===== src/rtl/sag_pkg.sv =====
package sag_pkg;
   localparam int WORD_W  = 32;
   localparam int BASE_W  = 16;
   localparam int SHAMT_W = 4;
   localparam int SLOT_W  = 3;

   typedef struct packed {
      logic [1:0]         rsvd;
      logic [SLOT_W-1:0]  slot_b;
      logic [SLOT_W-1:0]  slot_a;
      logic [SHAMT_W-1:0] sh_b;
      logic [SHAMT_W-1:0] sh_a;
      logic [BASE_W-1:0]  base;
   } sag_ctx_t;
endpackage


===== src/rtl/sag_ctx_rf.sv =====
module sag_ctx_rf
   import sag_pkg::*;
#(
   parameter int NUM_CTX = 4,
   localparam int IDX_W = (NUM_CTX > 1) ? $clog2(NUM_CTX) : 1
) (
   input  logic              clk,
   input  logic              rst_n,
   input  logic              wr_en,
   input  logic [IDX_W-1:0]  wr_idx,
   input  logic [WORD_W-1:0] wr_word,
   input  logic [IDX_W-1:0]  rd_idx,
   output sag_ctx_t          rd_ctx
);
   sag_ctx_t ctx_q [NUM_CTX];

   for (genvar e = 0; e < NUM_CTX; e++) begin : g_entry
      always_ff @(posedge clk or negedge rst_n) begin
         if (!rst_n) begin
            ctx_q[e] <= '0;
         end else if (wr_en && (wr_idx == IDX_W'(e))) begin
            ctx_q[e]      <= sag_ctx_t'(wr_word);
            ctx_q[e].rsvd <= 2'b00;
         end
      end

      // a write lands in the addressed entry by the next cycle
      p_write_lands_r2: assert property (@(posedge clk) disable iff (!rst_n)
         (wr_en && wr_idx == IDX_W'(e)) |=> (ctx_q[e][29:0] == $past(wr_word[29:0])));

      // reserved bits never held as ones
      p_rsvd_clear_r10: assert property (@(posedge clk) disable iff (!rst_n)
         ctx_q[e].rsvd == 2'b00);
   end

   assign rd_ctx = ctx_q[rd_idx];
endmodule


===== src/rtl/sag_term.sv =====
module sag_term
   import sag_pkg::*;
#(
   parameter int CNT_N     = 8,
   parameter int CNT_W     = 16,
   parameter int ZERO_SLOT = 7,
   parameter int UNR_W     = 4
) (
   input  logic [CNT_N*CNT_W-1:0] cnt_flat,
   input  logic [SLOT_W-1:0]      slot_a,
   input  logic [SLOT_W-1:0]      slot_b,
   input  logic [SHAMT_W-1:0]     sh_a,
   input  logic [SHAMT_W-1:0]     sh_b,
   input  logic [UNR_W-1:0]       unroll,
   input  logic                   use_unroll,
   output logic [CNT_W-1:0]       term
);
   logic [CNT_W-1:0] bank [CNT_N];
   logic [CNT_W-1:0] val_a, val_b, op_a;

   for (genvar k = 0; k < CNT_N; k++) begin : g_slot
      if (k == ZERO_SLOT) begin : g_zero
         assign bank[k] = '0;
      end else begin : g_live
         assign bank[k] = cnt_flat[k*CNT_W +: CNT_W];
      end
   end

   assign val_a = bank[slot_a];
   assign val_b = bank[slot_b];
   assign op_a  = use_unroll ? {{(CNT_W-UNR_W){1'b0}}, unroll} : val_a;
   assign term  = (op_a << sh_a) | (val_b << sh_b);

   // the reserved slot contributes nothing
   always_comb begin
      if (slot_b == SLOT_W'(ZERO_SLOT))
         a_zero_slot_r5: assert (val_b == '0);
   end
endmodule


===== src/rtl/sag_top.sv =====
module sag_top
   import sag_pkg::*;
#(
   parameter int NUM_CTX   = 4,
   parameter int CNT_N     = 8,
   parameter int CNT_W     = 16,
   parameter int ADDR_W    = 16,
   parameter int ZERO_SLOT = 7,
   parameter int UNR_W     = 4,
   localparam int IDX_W    = (NUM_CTX > 1) ? $clog2(NUM_CTX) : 1
) (
   input  logic                   clk,
   input  logic                   rst_n,
   input  logic                   wr_en,
   input  logic [IDX_W-1:0]       wr_idx,
   input  logic [WORD_W-1:0]      wr_word,
   input  logic                   req_valid,
   input  logic [IDX_W-1:0]       req_ctx,
   input  logic [UNR_W-1:0]       req_unroll,
   input  logic                   req_use_unroll,
   input  logic                   req_use_alu,
   input  logic [ADDR_W-1:0]      req_alu_addr,
   input  logic [CNT_N*CNT_W-1:0] loop_cnt,
   output logic                   addr_valid,
   output logic [ADDR_W-1:0]      addr_out
);
   if (ADDR_W != BASE_W || CNT_W != ADDR_W) begin : g_bad_width
      $error("sag_top: address and counter widths must match the descriptor base width");
   end
   if (CNT_N > (1 << SLOT_W) || ZERO_SLOT >= CNT_N) begin : g_bad_slots
      $error("sag_top: counter bank does not fit the descriptor slot fields");
   end
   if (UNR_W > CNT_W) begin : g_bad_unroll
      $error("sag_top: unroll field wider than a counter");
   end

   sag_ctx_t         cur_ctx;
   logic [CNT_W-1:0] term_d;

   sag_ctx_rf #(.NUM_CTX(NUM_CTX)) u_rf (
      .clk     (clk),
      .rst_n   (rst_n),
      .wr_en   (wr_en),
      .wr_idx  (wr_idx),
      .wr_word (wr_word),
      .rd_idx  (req_ctx),
      .rd_ctx  (cur_ctx)
   );

   sag_term #(
      .CNT_N(CNT_N), .CNT_W(CNT_W), .ZERO_SLOT(ZERO_SLOT), .UNR_W(UNR_W)
   ) u_term (
      .cnt_flat   (loop_cnt),
      .slot_a     (cur_ctx.slot_a),
      .slot_b     (cur_ctx.slot_b),
      .sh_a       (cur_ctx.sh_a),
      .sh_b       (cur_ctx.sh_b),
      .unroll     (req_unroll),
      .use_unroll (req_use_unroll),
      .term       (term_d)
   );

   logic              vld_q;
   logic              byp_q;
   logic [ADDR_W-1:0] base_q;
   logic [CNT_W-1:0]  term_q;
   logic [ADDR_W-1:0] alu_q;

   always_ff @(posedge clk or negedge rst_n) begin
      if (!rst_n) begin
         vld_q  <= 1'b0;
         byp_q  <= 1'b0;
         base_q <= '0;
         term_q <= '0;
         alu_q  <= '0;
      end else begin
         vld_q <= req_valid;
         if (req_valid) begin
            byp_q  <= req_use_alu;
            base_q <= cur_ctx.base;
            term_q <= term_d;
            alu_q  <= req_alu_addr;
         end
      end
   end

   assign addr_valid = vld_q;
   assign addr_out   = byp_q ? alu_q : ADDR_W'(base_q + term_q);

   // valid output trails the request by one cycle
   p_valid_lag_r8: assert property (@(posedge clk) disable iff (!rst_n)
      req_valid |=> addr_valid);
   p_idle_lag_r8: assert property (@(posedge clk) disable iff (!rst_n)
      !req_valid |=> !addr_valid);

   // pass-through address reproduced one cycle later
   p_alu_bypass_r7: assert property (@(posedge clk) disable iff (!rst_n)
      (req_valid && req_use_alu) |=> (addr_out == $past(req_alu_addr)));
endmodule


===== config.mk =====
export PLATFORM = sky130hd
export DESIGN_NAME = sag_top
export DESIGN_NICKNAME = d
export VERILOG_FILES = /design/src/rtl/sag_pkg.sv /design/src/rtl/sag_ctx_rf.sv /design/src/rtl/sag_term.sv /design/src/rtl/sag_top.sv
export SDC_FILE = /design/constraint.sdc
export NUM_CORES = 1
export LEC_CHECK = 0
export ABC_AREA = 0
export BUFFER_PORTS_ARGS = -buffer_cell sky130_fd_sc_hd__buf_2
export CELL_PAD_IN_SITES_DETAIL_PLACEMENT = 1
export CELL_PAD_IN_SITES_GLOBAL_PLACEMENT = 2
export CORE_MARGIN = 1.5
export CORE_UTILIZATION = 39
export DETAILED_ROUTE_END_ITERATION = 10
export GPL_ROUTABILITY_DRIVEN = 0
export HOLD_SLACK_MARGIN = 0.02
export PLACE_DENSITY_LB_ADDON = 0.1
export SLEW_MARGIN = 10
export SYNTH_ARGS = -nofsm -noshare
export SYNTH_HDL_FRONTEND = slang
export SYNTH_SLANG_ARGS = --single-unit
export TNS_END_PERCENT = 100

===== constraint.sdc =====
create_clock -name clk -period 11.6 [get_ports clk]
set_input_delay 3.48 -clock clk [delete_from_list [all_inputs] [get_ports clk]]
set_output_delay 3.48 -clock clk [all_outputs]
set_load 0.02 [all_outputs]

==> results of run 1 <==
==> critical path: stages (launching register included) <==
cell	delay, ns
dfrtp_1	0.40
ha_1	0.23
fa_1	0.42
a21o_1	0.20
a21oi_1	0.27
o21bai_1	0.12
a21oi_1	0.24
o21ai_0	0.22
a41oi_1	0.41
a211oi_1	0.16
or4_1	0.48
nand3_1	0.09
buf_2	0.16
==> cell families (layout without fill, tap and decap cells) <==
kind of cell	count (synthesis)	count (layout)	synth area share [%]
flops	170	170	38.3
buf+inv	99	258	4.27
mux	325	325	34.3
simple gates	167	167	7.32
xor+xnor	13	13	1.02
fa+ha+maj	16	16	1.87
compound gates	213	213	13.0
other cells	0	9	0
==> cells in the final DEF (no fill, tap or decap), types with 6 or more instances in the layout <==
cell type | netlist | layout
nand3_1 | 23 | 23
nor2_1 | 34 | 34
a21oi_1 | 33 | 33
ha_1 | 15 | 15
o211ai_1 | 7 | 7
mux2_2 | 162 | 162
o21ai_1 | 18 | 18
diode_2 | 0 | 9
mux4_2 | 28 | 28
inv_1 | 26 | 26
nand2_1 | 55 | 55
buf_2 | 16 | 187
xnor2_1 | 8 | 8
o221ai_1 | 26 | 26
a211oi_1 | 8 | 8
o21a_1 | 6 | 6
clkbuf_16 | 0 | 17
buf_4 | 8 | 12
nand2b_1 | 13 | 13
dfrtp_1 | 170 | 170
a22oi_1 | 27 | 27
nor3_1 | 6 | 6
mux2i_1 | 135 | 135
nor3b_1 | 13 | 12
o21ai_0 | 46 | 46
==> layer usage <==
layer | GRT usage (%) | share of wire, %
met2 | 39.2 | 50
met4 | 7.67 | 1.7
met3 | 2.81 | 2.5
met1 | 29.7 | 45
met5 | 0 | 0.096
==> worst max path at each step <==
stage / from / endpoint / slack (ns)
floorplan: base_q[0]$_DFFE_PN0P_ / addr_out[14] / 5.25
global route: base_q[0]$_DFFE_PN0P_ / addr_out[14] / 3.99
finish: base_q[0]$_DFFE_PN0P_ / addr_out[14] / 4.28
detailed placement: req_ctx[1] / term_q[11]$_DFFE_PN0P_ / 3.88
global placement: req_ctx[1] / term_q[15]$_DFFE_PN0P_ / 3.88
CTS: base_q[0]$_DFFE_PN0P_ / addr_out[14] / 4.26
==> power by group <==
group          internal [mW]  leakage, nW  switching [mW]  total [mW]
registers              0.715         2.00          0.0758       0.791
logic                  0.479         3.41           0.631        1.11
clock network          0.298        0.297           0.291       0.588
==> metrics by stage <==
step	area (µm²)	hold WS (ns)
after detailed placement	12200	0.475
after CTS	12900	0.490
after global routing	12900	0.507
final	12900	0.489
after floorplan	11100	0.455
after global placement	12200	0.472
==> registers in the layout (all words and copies together), names as in the netlist <==
| signal | flops |
|---|---|
| u_rf.ctx_q | 120 |
| alu_q | 16 |
| term_q | 16 |
| byp_q | 1 |
| base_q | 16 |
| addr_valid | 1 |
==> cell type report <==
| class | instances | area [µm²] |
|---|---|---|
| inverters | 26 | 97.6 |
| fillers | 3145 | 15100 |
| flip-flops and latches | 170 | 4250 |
| clock buffers | 18 | 439 |
| well taps | 378 | 473 |
| clock inverters | 14 | 170 |
| multi-input cells | 734 | 6390 |
| diodes | 9 | 22.5 |
| repair buffers | 200 | 1040 |
==> results.yml, run 1 <==
sta:
  rsz0062_at_grt: "no"
  setup_viol: 0
  max_clock_freq_ghz: 0.137
  finalCriticalPeriod_ns: 7.32
  slew_viol_final: 0
  relSlewSlack_pct: 28.4
  finalHoldViolCount: 0
  period_share_pct: 63.1
  setup_tns_ns: 0
  fin_skew_ns: 0.0236
  worstMarginPinSlew_ns: 1.07
  setup_slack_ns: 4.28
setup_path:
  cp-end-kind: "primary output"
  reg2reg_from: "u_rf.ctx_q[91]$_DFFE_PN0P_"
  startpoint_type: "flip-flop"
  worstPathRequired_ns: 8.12
  r2r_end: "term_q[15]$_DFFE_PN0P_"
  critPathMaxFanout: 3
  r2r_slack_ns: 7.88
  path_class: "reg -> out"
  arrival_ns: 3.84
  reg2reg_depth: 10
clocking:
  root_buffer: "clkbuf_16"
  cts_tree: "yes"
  clk_pin_slew_ns: 0.07
  htree_levels: 4
  cts.hold.buffers_added: 0
  postCtsResizedCells: 0
  cts_buffer_depth: 2
  cts_buffers: 17
  clk_latency_ns: 0.45
  clock-sinks: 170
  postCtsSetupBuffers: 0
global_routing:
  groute.usage.overall_pct: 22.8
  grt_pass1_wl_um: 51300
  grt_remaining_overflow: 0
  antenna_found_initial: 11
  grt_pass1_vias: 9181
  grt_max_degree: 67
power:
  p_leak_nw: 5.71
  power_mw: 2.49
  ir_drop_mv: 0.0871
  p_per_area_nw_per_um2: 193
drt:
  drtPass1Iterations: 4
  avgRoutedWirePerCell_um: 20.8
  drtIter0Drc: 414
  vias: 8633
  drc: 0
  ant_nets: 0
  routed_wirelength_um: 32300
  vias_per_cell: 5.57
die:
  fp.dieH_um: 172
  rows: 61
  core_um2: 27900
  num_io_pins: 207
  die_w_um: 172
  die_area_um2: 29500
  initial_core_util_pct: 39.8
synth:
  synth_common_cells: "dfrtp_1, mux2_2, mux2i_1"
  ys_seq_area_share_pct: 38.3
  synth_top_cell_by_area: "dfrtp_1"
  syn_area_um2: 11100
  yosysMostFrequentCell: "dfrtp_1"
  synthArstFlopShare_pct: 100
  synth-edff-count: 0
  syn_avg_cell_area_um2: 11.1
  synth_nets: 1209
  yosysUniqueCellTypes: 62
  yosysWarnings: 0
  yosys-top-cells-area: "dfrtp_1, mux2_2, mux2i_1"
  synth_top_area_share_pct: 38.3
  synthCells: 1003
  synthFlopType: "dfrtp_1"
  ys_seq_elements: 170
status:
  status: "finished, final reports clean"
worst_hold_path:
  worstHoldPathType: "reg -> reg"
  holdCritStartpoint: "term_q[3]$_DFFE_PN0P_"
  hold_depth: 1
  whs_endpoint: "term_q[3]$_DFFE_PN0P_"
placed_design:
  post-dp-hpwl_um: 23500
  pre_cts_ws_ns: 3.88
  io_buffers: 188
  placed_cells: 1508
cells_and_area:
  final_nets: 1355
  synthToLayoutAreaGrowth_pct: 15.9
  fin_cells: 1549
  fin_util_pct: 46.1
  drive_gt1_share_pct: 37.4
run:
  drv_cap: 0
Power figures use the tool's default switching activity.
==> run 2: changes to the inputs <==
--- a/config.mk
+++ b/config.mk
@@ -10,7 +10,7 @@
 export CELL_PAD_IN_SITES_DETAIL_PLACEMENT = 1
 export CELL_PAD_IN_SITES_GLOBAL_PLACEMENT = 2
 export CORE_MARGIN = 1.5
-export CORE_UTILIZATION = 39
+export CORE_UTILIZATION = 33
 export DETAILED_ROUTE_END_ITERATION = 10
 export GPL_ROUTABILITY_DRIVEN = 0
 export HOLD_SLACK_MARGIN = 0.02
==> constraint.sdc (replaced) <==
create_clock -name clk -period 6.4 [get_ports clk]
set_input_delay 1.92 -clock clk [delete_from_list [all_inputs] [get_ports clk]]
set_output_delay 1.92 -clock clk [all_outputs]
set_load 0.02 [all_outputs]
==> run 2 against run 1 <==
Effect of this change:
- clock skew is 0.015 ns lower
- total power increased by 84%
- register-to-register slack got worse by 4.8 ns
- setup slack worse by 3.5 ns
- sequential power grew 81%
- first-iteration DRC count is 1.4% higher
==> results.yml, run 2 (synthesis results as in run 1) <==
drt:
  routed_wirelength_um: 33300
  vias: 8571
  drtIter0Drc: 420
  drtPass1Iterations: 4
  avgRoutedWirePerCell_um: 20.5
  ant_nets: 0
  vias_per_cell: 5.28
  drc: 0
cells_and_area:
  drive_gt1_share_pct: 38.0
  final_nets: 1365
  fin_util_pct: 39.2
  most-common-layout-cells: "buf_2, dfrtp_1, mux2_2"
  fillers: 3766
  final_common_cell: "buf_2"
  synthToLayoutAreaGrowth_pct: 17.7
  largest_reg_flops: 120
  largest_register: "u_rf.ctx_q"
  fin_area_um2: 13100
power:
  p_per_area_nw_per_um2: 350
  p_leak_nw: 5.77
  ir_drop_mv: 0.155
global_routing:
  grt_max_degree: 147
  grt_pass1_vias: 9326
  grt_pass1_wl_um: 53100
  groute.usage.overall_pct: 19.5
  antenna_found_initial: 4
  grt_remaining_overflow: 0
die:
  rows: 67
  die_w_um: 186
  fp.dieH_um: 186
  die_area_um2: 34800
  initial_core_util_pct: 33.3
  num_io_pins: 207
  core_um2: 33400
sta:
  rsz0062_at_grt: "no"
  relSlewSlack_pct: 42.4
  setup_viol: 0
  finalHoldViolCount: 0
  slew_viol_final: 0
  fin_skew_ns: 0.00894
  period_share_pct: 88.2
  max_clock_freq_ghz: 0.177
  worstMarginPinSlew_ns: 0.864
  setup_tns_ns: 0
  setup_slack_ns: 0.757
  finalCriticalPeriod_ns: 5.64
clocking:
  htree_levels: 4
  cts_buffers: 17
  cts.hold.buffers_added: 0
  cts_buffer_depth: 2
  clock-sinks: 170
  postCtsResizedCells: 0
  clk_pin_slew_ns: 0.07
  postCtsSetupBuffers: 0
  clk_latency_ns: 0.43
  root_buffer: "clkbuf_16"
  cts_tree: "yes"
placed_design:
  io_buffers: 188
  post-dp-hpwl_um: 24800
  pre_cts_ws_ns: 1.14
  post_dp_cell_area_um2: 12400
setup_path:
  critPathTopFamily: "compound AO/OA/AOI/OAI gates"
  critPathMaxFanout: 3
  max_stage_delay_ns: 0.48
  worstPathCellList: "ha_1 > fa_1 > a21o_1 > a21oi_1 > o21bai_1 > a21oi_1 > o21ai_0 > a41oi_1 > a211oi_1 > or4_1 > nand3_1 > buf_2"
  path_class: "reg -> out"
  cp-end-kind: "primary output"
  reg2reg_from: "u_rf.ctx_q[27]$_DFFE_PN0P_"
  startpoint_type: "flip-flop"
  crit_slowest_cell: "or4_1"
  worstPathRequired_ns: 4.48
  cp-startpoint: "base_q[0]$_DFFE_PN0P_"
  crit_buf_inv: 1
  reg2reg_depth: 10
  cp.depth: 12
  arrival_ns: 3.72
  cpMostUsedCell: "a21oi_1"
status:
  status: "finished, final reports clean"
worst_hold_path:
  worstHoldPathType: "reg -> reg"
  holdCritStartpoint: "term_q[2]$_DFFE_PN0P_"
  hold_depth: 1
run:
  drv_cap: 0
-- run 2: worst reg2reg max path, delay by kind of cell, from the launching register on --
kind / cells / cell delay (ns)
DFF: 1 / 0.39
AOI/OAI and AO/OA: 5 / 1.38
buffers and inverters: 1 / 0.32
and+or+nand+nor: 2 / 0.20
muxes: 2 / 0.98
-- run 2: per-stage QoR --
| stage | total power, mW | instances | hold slack [ns] |
|---|---|---|---|
| finish | 4.58 | 1622 | 0.490 |
| global route | 4.90 | 1622 | 0.511 |
| CTS | 4.65 | 1620 | 0.493 |
| detailed placement | 3.53 | 1588 | 0.476 |
| global placement | 3.50 | 1588 | 0.475 |
| floorplan | 2.90 | 1003 | 0.455 |
-- run 2: per-layer routing --
layer / GRT usage [%] / vias to the layer above / share of wire, %
li1: - / 4093 / -
met4: 5.21 / 2 / 1.6
met3: 2.80 / 37 / 2.8
met2: 33.1 / 132 / 49
met1: 26.0 / 4307 / 47
met5: 0 / - / 0.033
-- run 2: layout make-up --
| cell class | instances | area (µm²) | area share, % |
|---|---|---|---|
| well taps | 448 | 561 | 4.29 |
| multi-input cells | 734 | 6390 | 48.8 |
| inverters | 26 | 97.6 | 0.746 |
| diodes | 2 | 5.00 | 0.0383 |
| clock buffers | 17 | 425 | 3.25 |
| flip-flops and latches | 170 | 4250 | 32.5 |
| clock inverters | 15 | 201 | 1.54 |
| repair buffers | 210 | 1150 | 8.79 |
-- run 2: path summary, 6_finish.rpt --
kind	slack (ns)	endpoint
min	0.49	term_q[2]$_DFFE_PN0P_
max reg2reg	3.08	term_q[13]$_DFFE_PN0P_
min reg2reg	0.49	term_q[2]$_DFFE_PN0P_
min in group asynchronous	1.34	alu_q[12]$_DFFE_PN0P_
max	0.76	addr_out[14]
max in group asynchronous	3.98	u_rf.ctx_q[57]$_DFFE_PN0P_
-- run 2: report_power, final --
| part | leakage [nW] | total [mW] | internal, mW | switching (mW) |
|---|---|---|---|---|
| registers | 2.00 | 1.43 | 1.30 | 0.129 |
| clock network | 0.299 | 1.10 | 0.630 | 0.471 |
| logic | 3.47 | 2.06 | 0.892 | 1.17 |
